**config.mk**
```make
export PLATFORM = sky130hd
export DESIGN_NAME = ptimer_top
export DESIGN_NICKNAME = d
export VERILOG_FILES = /design/src/rtl/ptimer_pkg.sv /design/src/rtl/ptimer_counter.sv /design/src/rtl/ptimer_regs.sv /design/src/rtl/ptimer_channel.sv /design/src/rtl/ptimer_top.sv
export SDC_FILE = /design/constraint.sdc
export NUM_CORES = 1
export LEC_CHECK = 0
export BUFFER_PORTS_ARGS = -buffer_cell sky130_fd_sc_hd__buf_2
export CORE_ASPECT_RATIO = 0.7
export CORE_MARGIN = 3
export CORE_UTILIZATION = 53
export CTS_BUF_LIST = sky130_fd_sc_hd__clkbuf_4 sky130_fd_sc_hd__clkbuf_8
export CTS_CLUSTER_SIZE = 14
export DETAILED_ROUTE_END_ITERATION = 8
export GPL_TIMING_DRIVEN = 0
export PLACE_DENSITY_LB_ADDON = 0.08
export SETUP_SLACK_MARGIN = 0.5
export SYNTH_ARGS = -nofsm -noshare
export SYNTH_HDL_FRONTEND = slang
export SYNTH_SLANG_ARGS = --single-unit
```
**constraint.sdc**
```tcl
create_clock -name clk -period 3 [get_ports clk]
set_input_delay 0.6 -clock clk [delete_from_list [all_inputs] [get_ports clk]]
set_output_delay 0.6 -clock clk [all_outputs]
set_load 0.01 [all_outputs]
```
**src/rtl/ptimer_pkg.sv**
```systemverilog
package ptimer_pkg;
  localparam int ADDR_W = 3;

  typedef enum logic [ADDR_W-1:0] {
    REG_GCFG = 3'd0,
    REG_CNT  = 3'd1,
    REG_CCFG = 3'd2,
    REG_CMP  = 3'd3,
    REG_STS  = 3'd4
  } reg_addr_e;

  // global config bit positions
  localparam int G_RUN    = 0;
  localparam int G_LEGACY = 1;

  // channel config bit positions
  localparam int C_EN     = 0;
  localparam int C_PER    = 1;
  localparam int C_SETVAL = 2;
  localparam int C_NARROW = 3;

  typedef enum logic [1:0] {
    SV_IDLE   = 2'd0,
    SV_FIRST  = 2'd1,
    SV_SECOND = 2'd2
  } setval_e;
endpackage

```
**src/rtl/ptimer_counter.sv**
```systemverilog
module ptimer_counter #(
  parameter int CNT_W = 64
) (
  input  logic             clk,
  input  logic             rst_n,
  input  logic             run,
  input  logic             ld,
  input  logic [CNT_W-1:0] ld_val,
  output logic [CNT_W-1:0] cnt
);
  always_ff @(posedge clk) begin
    if (!rst_n)   cnt <= '0;
    else if (run) cnt <= cnt + 1'b1;
    else if (ld)  cnt <= ld_val;
  end
endmodule

```
**src/rtl/ptimer_regs.sv**
```systemverilog
module ptimer_regs
  import ptimer_pkg::*;
#(
  parameter int CNT_W = 64
) (
  input  logic              clk,
  input  logic              rst_n,
  input  logic              wr_en,
  input  logic              rd_en,
  input  logic [ADDR_W-1:0] addr,
  input  logic [1:0]        wdata_lo,
  input  logic [CNT_W-1:0]  cnt,
  input  logic [3:0]        ccfg_rd,
  input  logic [CNT_W-1:0]  cmp,
  input  logic              sts,
  output logic              run,
  output logic              legacy,
  output logic              wr_cnt,
  output logic              wr_ccfg,
  output logic              wr_cmp,
  output logic              wr_sts,
  output logic [CNT_W-1:0]  rdata
);
  logic             wr_gcfg;
  logic [CNT_W-1:0] rd_mux;

  assign wr_gcfg = wr_en && (addr == REG_GCFG);
  assign wr_cnt  = wr_en && (addr == REG_CNT);
  assign wr_ccfg = wr_en && (addr == REG_CCFG);
  assign wr_cmp  = wr_en && (addr == REG_CMP);
  assign wr_sts  = wr_en && (addr == REG_STS);

  always_ff @(posedge clk) begin
    if (!rst_n) begin
      run    <= 1'b0;
      legacy <= 1'b0;
    end else if (wr_gcfg) begin
      run    <= wdata_lo[G_RUN];
      legacy <= wdata_lo[G_LEGACY];
    end
  end

  always_comb begin
    rd_mux = '0;
    case (addr)
      REG_GCFG: rd_mux[1:0] = {legacy, run};
      REG_CNT:  rd_mux      = cnt;
      REG_CCFG: rd_mux[3:0] = ccfg_rd;
      REG_CMP:  rd_mux      = cmp;
      REG_STS:  rd_mux[0]   = sts;
      default:  rd_mux      = '0;
    endcase
  end

  always_ff @(posedge clk) begin
    if (!rst_n)     rdata <= '0;
    else if (rd_en) rdata <= rd_mux;
  end
endmodule

```
**src/rtl/ptimer_channel.sv**
```systemverilog
module ptimer_channel
  import ptimer_pkg::*;
#(
  parameter int CNT_W    = 64,
  parameter int NARROW_W = 32
) (
  input  logic             clk,
  input  logic             rst_n,
  input  logic             run,
  input  logic [CNT_W-1:0] cnt,
  input  logic             wr_ccfg,
  input  logic             wr_cmp,
  input  logic             wr_sts,
  input  logic [CNT_W-1:0] wdata,
  output logic [CNT_W-1:0] cmp_q,
  output logic [3:0]       ccfg_rd,
  output logic             sts_q,
  output logic             irq,
  output logic             hit,
  output logic             en_q,
  output logic             narrow_q,
  output logic             setval_second
);
  localparam int HI_W = CNT_W - NARROW_W;

  logic             per_q;
  logic [CNT_W-1:0] period_q;
  setval_e          sv_q;
  logic             eq;
  logic [CNT_W-1:0] cmp_d, period_d;
  logic             narrow_d;

  function automatic logic [CNT_W-1:0] fit(input logic [CNT_W-1:0] v, input logic nar);
    fit = nar ? {{HI_W{1'b0}}, v[NARROW_W-1:0]} : v;
  endfunction

  generate
    if (HI_W > 0) begin : g_split_cmp
      assign eq = narrow_q ? (cnt[NARROW_W-1:0] == cmp_q[NARROW_W-1:0])
                           : (cnt == cmp_q);
    end else begin : g_full_cmp
      assign eq = (cnt == cmp_q);
    end
  endgenerate

  assign hit           = run && en_q && eq;
  assign setval_second = (sv_q == SV_SECOND);
  assign ccfg_rd       = {narrow_q, 1'b0, per_q, en_q};
  assign irq           = sts_q && en_q;
  assign narrow_d      = wr_ccfg ? wdata[C_NARROW] : narrow_q;

  always_comb begin
    cmp_d    = cmp_q;
    period_d = period_q;
    if (wr_cmp) begin
      period_d = fit(wdata, narrow_q);
      if (sv_q != SV_SECOND) cmp_d = fit(wdata, narrow_q);
    end else if (hit && per_q) begin
      cmp_d = cmp_q + period_q;
    end
    cmp_d    = fit(cmp_d, narrow_d);
    period_d = fit(period_d, narrow_d);
  end

  always_ff @(posedge clk) begin
    if (!rst_n) begin
      en_q     <= 1'b0;
      per_q    <= 1'b0;
      narrow_q <= 1'b0;
      sv_q     <= SV_IDLE;
      cmp_q    <= '0;
      period_q <= '0;
      sts_q    <= 1'b0;
    end else begin
      cmp_q    <= cmp_d;
      period_q <= period_d;
      narrow_q <= narrow_d;
      if (wr_ccfg) begin
        en_q  <= wdata[C_EN];
        per_q <= wdata[C_PER];
        if (wdata[C_SETVAL]) sv_q <= SV_FIRST;
      end else if (wr_cmp) begin
        case (sv_q)
          SV_FIRST:  sv_q <= SV_SECOND;
          SV_SECOND: sv_q <= SV_IDLE;
          default:   sv_q <= SV_IDLE;
        endcase
      end
      if (hit)                    sts_q <= 1'b1;
      else if (wr_sts && wdata[0]) sts_q <= 1'b0;
    end
  end
endmodule

```
**src/rtl/ptimer_top.sv**
```systemverilog
module ptimer_top
  import ptimer_pkg::*;
#(
  parameter int CNT_W    = 64,
  parameter int NARROW_W = 32
) (
  input  logic              clk,
  input  logic              rst_n,
  input  logic              wr_en,
  input  logic              rd_en,
  input  logic [ADDR_W-1:0] addr,
  input  logic [CNT_W-1:0]  wdata,
  output logic [CNT_W-1:0]  rdata,
  output logic              irq,
  output logic              legacy_route
);
  logic             run, wr_cnt, wr_ccfg, wr_cmp, wr_sts;
  logic [CNT_W-1:0] cnt_q, cmp_q;
  logic [3:0]       ccfg_rd;
  logic             sts_q, hit, en_q, narrow_q, setval_second;

  ptimer_regs #(.CNT_W(CNT_W)) u_regs (
    .clk(clk), .rst_n(rst_n), .wr_en(wr_en), .rd_en(rd_en), .addr(addr),
    .wdata_lo(wdata[1:0]), .cnt(cnt_q), .ccfg_rd(ccfg_rd), .cmp(cmp_q),
    .sts(sts_q), .run(run), .legacy(legacy_route), .wr_cnt(wr_cnt),
    .wr_ccfg(wr_ccfg), .wr_cmp(wr_cmp), .wr_sts(wr_sts), .rdata(rdata)
  );

  ptimer_counter #(.CNT_W(CNT_W)) u_cnt (
    .clk(clk), .rst_n(rst_n), .run(run), .ld(wr_cnt), .ld_val(wdata),
    .cnt(cnt_q)
  );

  ptimer_channel #(.CNT_W(CNT_W), .NARROW_W(NARROW_W)) u_chan (
    .clk(clk), .rst_n(rst_n), .run(run), .cnt(cnt_q), .wr_ccfg(wr_ccfg),
    .wr_cmp(wr_cmp), .wr_sts(wr_sts), .wdata(wdata), .cmp_q(cmp_q),
    .ccfg_rd(ccfg_rd), .sts_q(sts_q), .irq(irq), .hit(hit), .en_q(en_q),
    .narrow_q(narrow_q), .setval_second(setval_second)
  );
endmodule

```
Word-level counts from Yosys, hierarchy flattened
Index checks and enable logic that the tools add are counted.

word-level totals
  latch bits = 0
  bits of input ports = 71
  memory bits (read-only) = 0
  output and inout bits = 66
  bits in registers = 264
  RAM bits = 0
  memories kept = 0
  word-level logic and storage cells = 63

cells by class
  order comparisons = 0
  equality and inequality tests = 10
  multiplexer cells = 19
  shift-type cells = 0
  bitwise logic cells = 1
  add/subtract/negate cells = 2
  divide/modulo/power cells = 0
  reductions and logical operators = 18
  $mul = 0

operators by type and width
  cell                                                              count
  64-bit 2-to-1 mux                                                 7
  60-bit case mux with 2 select lines                               1
  64-bit by 1-bit adder with 64-bit output (second input constant)  1
  64-bit adder                                                      1
  64-bit == test                                                    1
  32-bit == test                                                    1
  1-bit logical AND                                                 10
  2-bit 2-to-1 mux                                                  4
  2-bit nonzero test                                                4
  3-bit by 2-bit == test with 1-bit output (second input constant)  2
  2-bit != test (second input constant)                             3
  2-bit case mux with 3 select lines                                1
  1-bit case mux with 5 select lines                                1
  1-bit 2-to-1 mux                                                  4
  1-bit case mux with 4 select lines                                1
  2-bit AND reduction                                               2
  3-bit by 1-bit == test with 1-bit output (second input constant)  1
  3-bit == test (second input constant)                             1
  3-bit zero test                                                   1
  2-bit by 1-bit == test with 1-bit output (second input constant)  1
  2-bit OR reduction                                                1
  1-bit inverter                                                    1

Longest topological paths before layout
  word-level depth = 6
  gate-level depth with buffers = 12

Hierarchy
From an unflattened synthesis, not the netlist that was laid out.

second synthesis, totals
  cell total of the unflattened synthesis = 2167
  area total of the unflattened synthesis = 17485.5 um^2

by module, submodules not included
  module          times used  area each (um^2)  cells an instance
  ptimer_channel  1           10062.2           1258
  ptimer_counter  1           4005.1            538
  ptimer_regs     1           3418.3            371

Worst setup path after synthesis
No wires, ideal clock.

  kind = register to register
  start = register u_chan.cmp_q[0]
  end = register u_chan.cmp_q[54]
  period minus slack after synthesis = 2.908 ns
  setup slack = 0.092 ns
  data required time = 2.867 ns
  stages on the path, launching flop included = 12
  arrival = 2.776 ns
  cell sequence = dfxtp_1 > ha_1 > fa_1 > a211oi_1 > o21ai_0 > o21ai_1 > a211oi_1 > o31a_1 > nor3_1 > o21bai_1 > a2111oi_0 > nor3b_1

between the ends
  word-level cells in the longest chain between the ends = 6
  elaborated cells between the ends (all ways) = 10
  those cells by class = 1 x add/sub; 2 x eq/ne; 3 x mux; 4 x reduce/logical

ends and longest elaborated chain
  what                                                                  line                  source
  from (decl)                                                           ptimer_channel.sv:15  output logic [CNT_W-1:0] cmp_q,
  from (signal assigned)                                                ptimer_channel.sv:75  cmp_q <= cmp_d;
  parallel branches: the longest is 6 deep, another holds 64-bit adder  n/a

Several ways; the timed one is not identified. The select of a mux whose other input is x is not followed.
A chain may end at the register's enable or synchronous reset.

Worst setup path after layout
  start = register u_chan.cmp_q[0]
  end = register u_chan.cmp_q[58]

Same word-level chain as after synthesis.

==> results_dict.tcl <==
set metrics [dict create \
    status "finished, violations left" \
    violations "negative setup slack" \
    clock_latency_ns 0.60 \
    syn_area_mm2 0.0167 \
    drtAntennaViolNets 0 \
    irDropWorstVdd_uv 539 \
    cts.sinks 264 \
    async_flop_share_pct 0 \
    place_congestion 1.01 \
    grt_pass1_wl_um 107000 \
    reg2regPathDepth 13 \
    clock_path_buffers 3 \
    area_growth_pct 33.6 \
    crit_type "reg2reg" \
    worst_slack_ns -0.00360 \
    hpwl_um 53500 \
    drive_gt1_share_pct 30.5 \
    grt-ovfl-total 0 \
    arrival_ns 3.52 \
    via_per_inst 6.69 \
    ys_seq_elements 264 \
    reg2reg_to "u_chan.cmp_q[58]" \
    setup_viol 1 \
    hold_end "u_chan.period_q[58]" \
    wl_um 74600 \
    fin_crit_sh_pct 100 \
    path_clk_slew_ns 0.07 \
    synth_area_per_cell_um2 7.93 \
    synth_cell_types 88 \
    antenna_found_initial 2 \
    cp_max_fo 3 \
    whs_path_depth 3 \
    nets 2558 \
    crit_path_start_kind "register" \
    drtIter0Drc 2681 \
    cts_buffers 43 \
    die_y_um 154 \
    antenna_cells 0 \
    fin_skew_ns 0.0322 \
    wire_per_inst_um 26.0 \
    stdcell_count 2868 \
    synth_top_area_share_pct 31.7 \
    synth_nets 2240 \
    slew_violations 0 \
    cts_tree "yes" \
    layout_common_cells "nand2_1, dfxtp_1, nor2_1, a211oi_1, buf_2" \
    worst_pin_slew_ns 0.943 \
    hp-start "wdata[58]" \
    ys_warn_count 0 \
    hp-class "in2reg" \
    worst-r2r-setup-slack_ns -0.004 \
    grt_use_total_pct 41.5 \
    rows 53 \
    synth_area_leaders "dfxtp_1, a211oi_1, nand2_1" \
    fmax_mhz 333 \
    drt_pass1_iterations 8 \
    hold_viol 0 \
    synth_cells 2104 \
    num_io_pins 137 \
    drc 0 \
    port_buffers 132 \
    synth_edf_count 0 \
    p_leak_nw 8.76 \
    seq_area_frac_synth_pct 31.7 \
    start_util_pct 54.7 \
    synthFlopType "dfxtp_1" \
    grt_max_degree 12 \
    cts_max_level 2 \
    rsz0062_at_grt "true" \
    critPathCaptureType "register" \
    dpl.cell_count 2648 \
    place_ws_ns -0.739 \
    core_mm2 0.0305 \
    layout_commonest_cell "nand2_1" \
    grt_pass1_vias 17100 \
    dieArea_mm2 0.0337 \
    die_width_um 218 \
    period_needed_ns 3.00 \
    max-cap-violations 0 \
    dr_total_vias 19200 \
    cellPowerDensity_mw_per_mm2 387 \
    r2r_start "u_chan.cmp_q[0]" \
    slew_headroom_pct 37.1 \
    cp.required_ns 3.51 \
    yosysTopAreaCell "dfxtp_1" \
    root_buffer "clkbuf_8" \
]
## stage by stage
step	hold slack, ns	util [%]	area, um2	TNS, ns	power (mW)
floorplan	0.436	-	16900	0	4.46
global placement	0.446	59.1	18000	-78.16	4.88
detailed placement	0.454	59.1	18000	-80.76	4.90
CTS	0.291	69.6	21200	0	8.44
global route	0.321	73.1	22300	-0.453	8.83
finish	0.312	73.1	22300	-0.00360	8.62
## state kept, by name (all words and copies together), names as in the netlist
register,cells
u_chan.sv_q,2
u_regs.legacy,1
u_chan.per_q,1
u_chan.en_q,1
u_chan.cmp_q,64
u_regs.rdata,64
u_chan.narrow_q,1
u_regs.run,1
u_chan.sts_q,1
u_cnt.cnt,64
u_chan.period_q,64
## synthesized netlist by cell type (28+ instances only)
library cell / n
ha_1: 64
o21ai_0: 112
a211oi_1: 154
a31oi_1: 36
nor2_1: 169
nand4_1: 44
xnor2_1: 81
nand3_1: 42
a22oi_1: 85
xor2_1: 80
nand2_1: 229
a21oi_1: 164
inv_1: 28
nor2b_1: 44
dfxtp_1: 264
clkbuf_1: 141
nor3_1: 28
a21o_1: 35
## power by group
group | internal (mW) | switching [mW]
registers | 3.62 | 0.158
clock network | 1.88 | 1.65
logic | 0.502 | 0.808
## layout make-up
type	instances	area [um2]
Inverter	29	109
Multi-Input combinational cell	1638	12200
Clock inverter	15	134
Sequential cell	264	5420
Buffer	174	1070
Tap cell	412	515
Timing Repair Buffer	272	2080
Clock buffer	64	793
Fill cell	2368	8210
## repair_timing
item / CTS / global route
pin swaps: 125 / 129
endpoints found under the setup margin: 180 / 165
resized for setup: 355 / 212
setup buffers: 85 / 46
hold buffers: 0 / 0
cloned: 7 / 3
## routing by layer
layer / vias up / global-route usage (%) / share of wire (%)
met2: 1378 / 54.5 / 39
li1: 8385 / - / -
met4: 4 / 11.4 / 3.1
met5: - / 0 / 0.034
met3: 201 / 17.5 / 17
met1: 9217 / 61.3 / 41
## worst max-delay path by stage
stage / start / endpoint / slack (ns) / depth (start not counted)
detailed placement: addr[2] / u_chan.cmp_q[55] / -0.74 / 9
floorplan: u_chan.cmp_q[25] / u_chan.cmp_q[60] / 0.41 / 11
global route: u_chan.cmp_q[0] / u_chan.cmp_q[60] / -0.09 / 13
finish: u_chan.cmp_q[0] / u_chan.cmp_q[58] / -0.004 / 13
global placement: addr[2] / u_chan.cmp_q[55] / -0.75 / 9
CTS: u_chan.period_q[1] / u_chan.cmp_q[47] / 0.08 / 11
## worst max-delay path, stage by stage, from the launching register on
cell and delay, ns:
dfxtp_4 0.36, ha_4 0.17, fa_2 0.34, a211oi_2 0.21, o21ai_2 0.11, o21ai_4 0.16, buf_12 0.15, buf_4 0.12
a211oi_4 0.06, o31a_1 0.42, nor3_4 0.25, nor2_2 0.09, a311o_1 0.34, a21oi_1 0.14
## logic make-up after synthesis
kind of cell               after synthesis  share of synthesized area [%]
AOI/OAI and AO/OA                      699                           27.6
and+or+nand+nor                        670                           19.8
DFF                                    264                           31.7
buffers and inverters                  203                           4.83
xor gates and xnor gates               161                           8.45
adders and majority gates               65                           4.92
muxes                                   42                           2.77
Power figures use the tool's default switching activity.
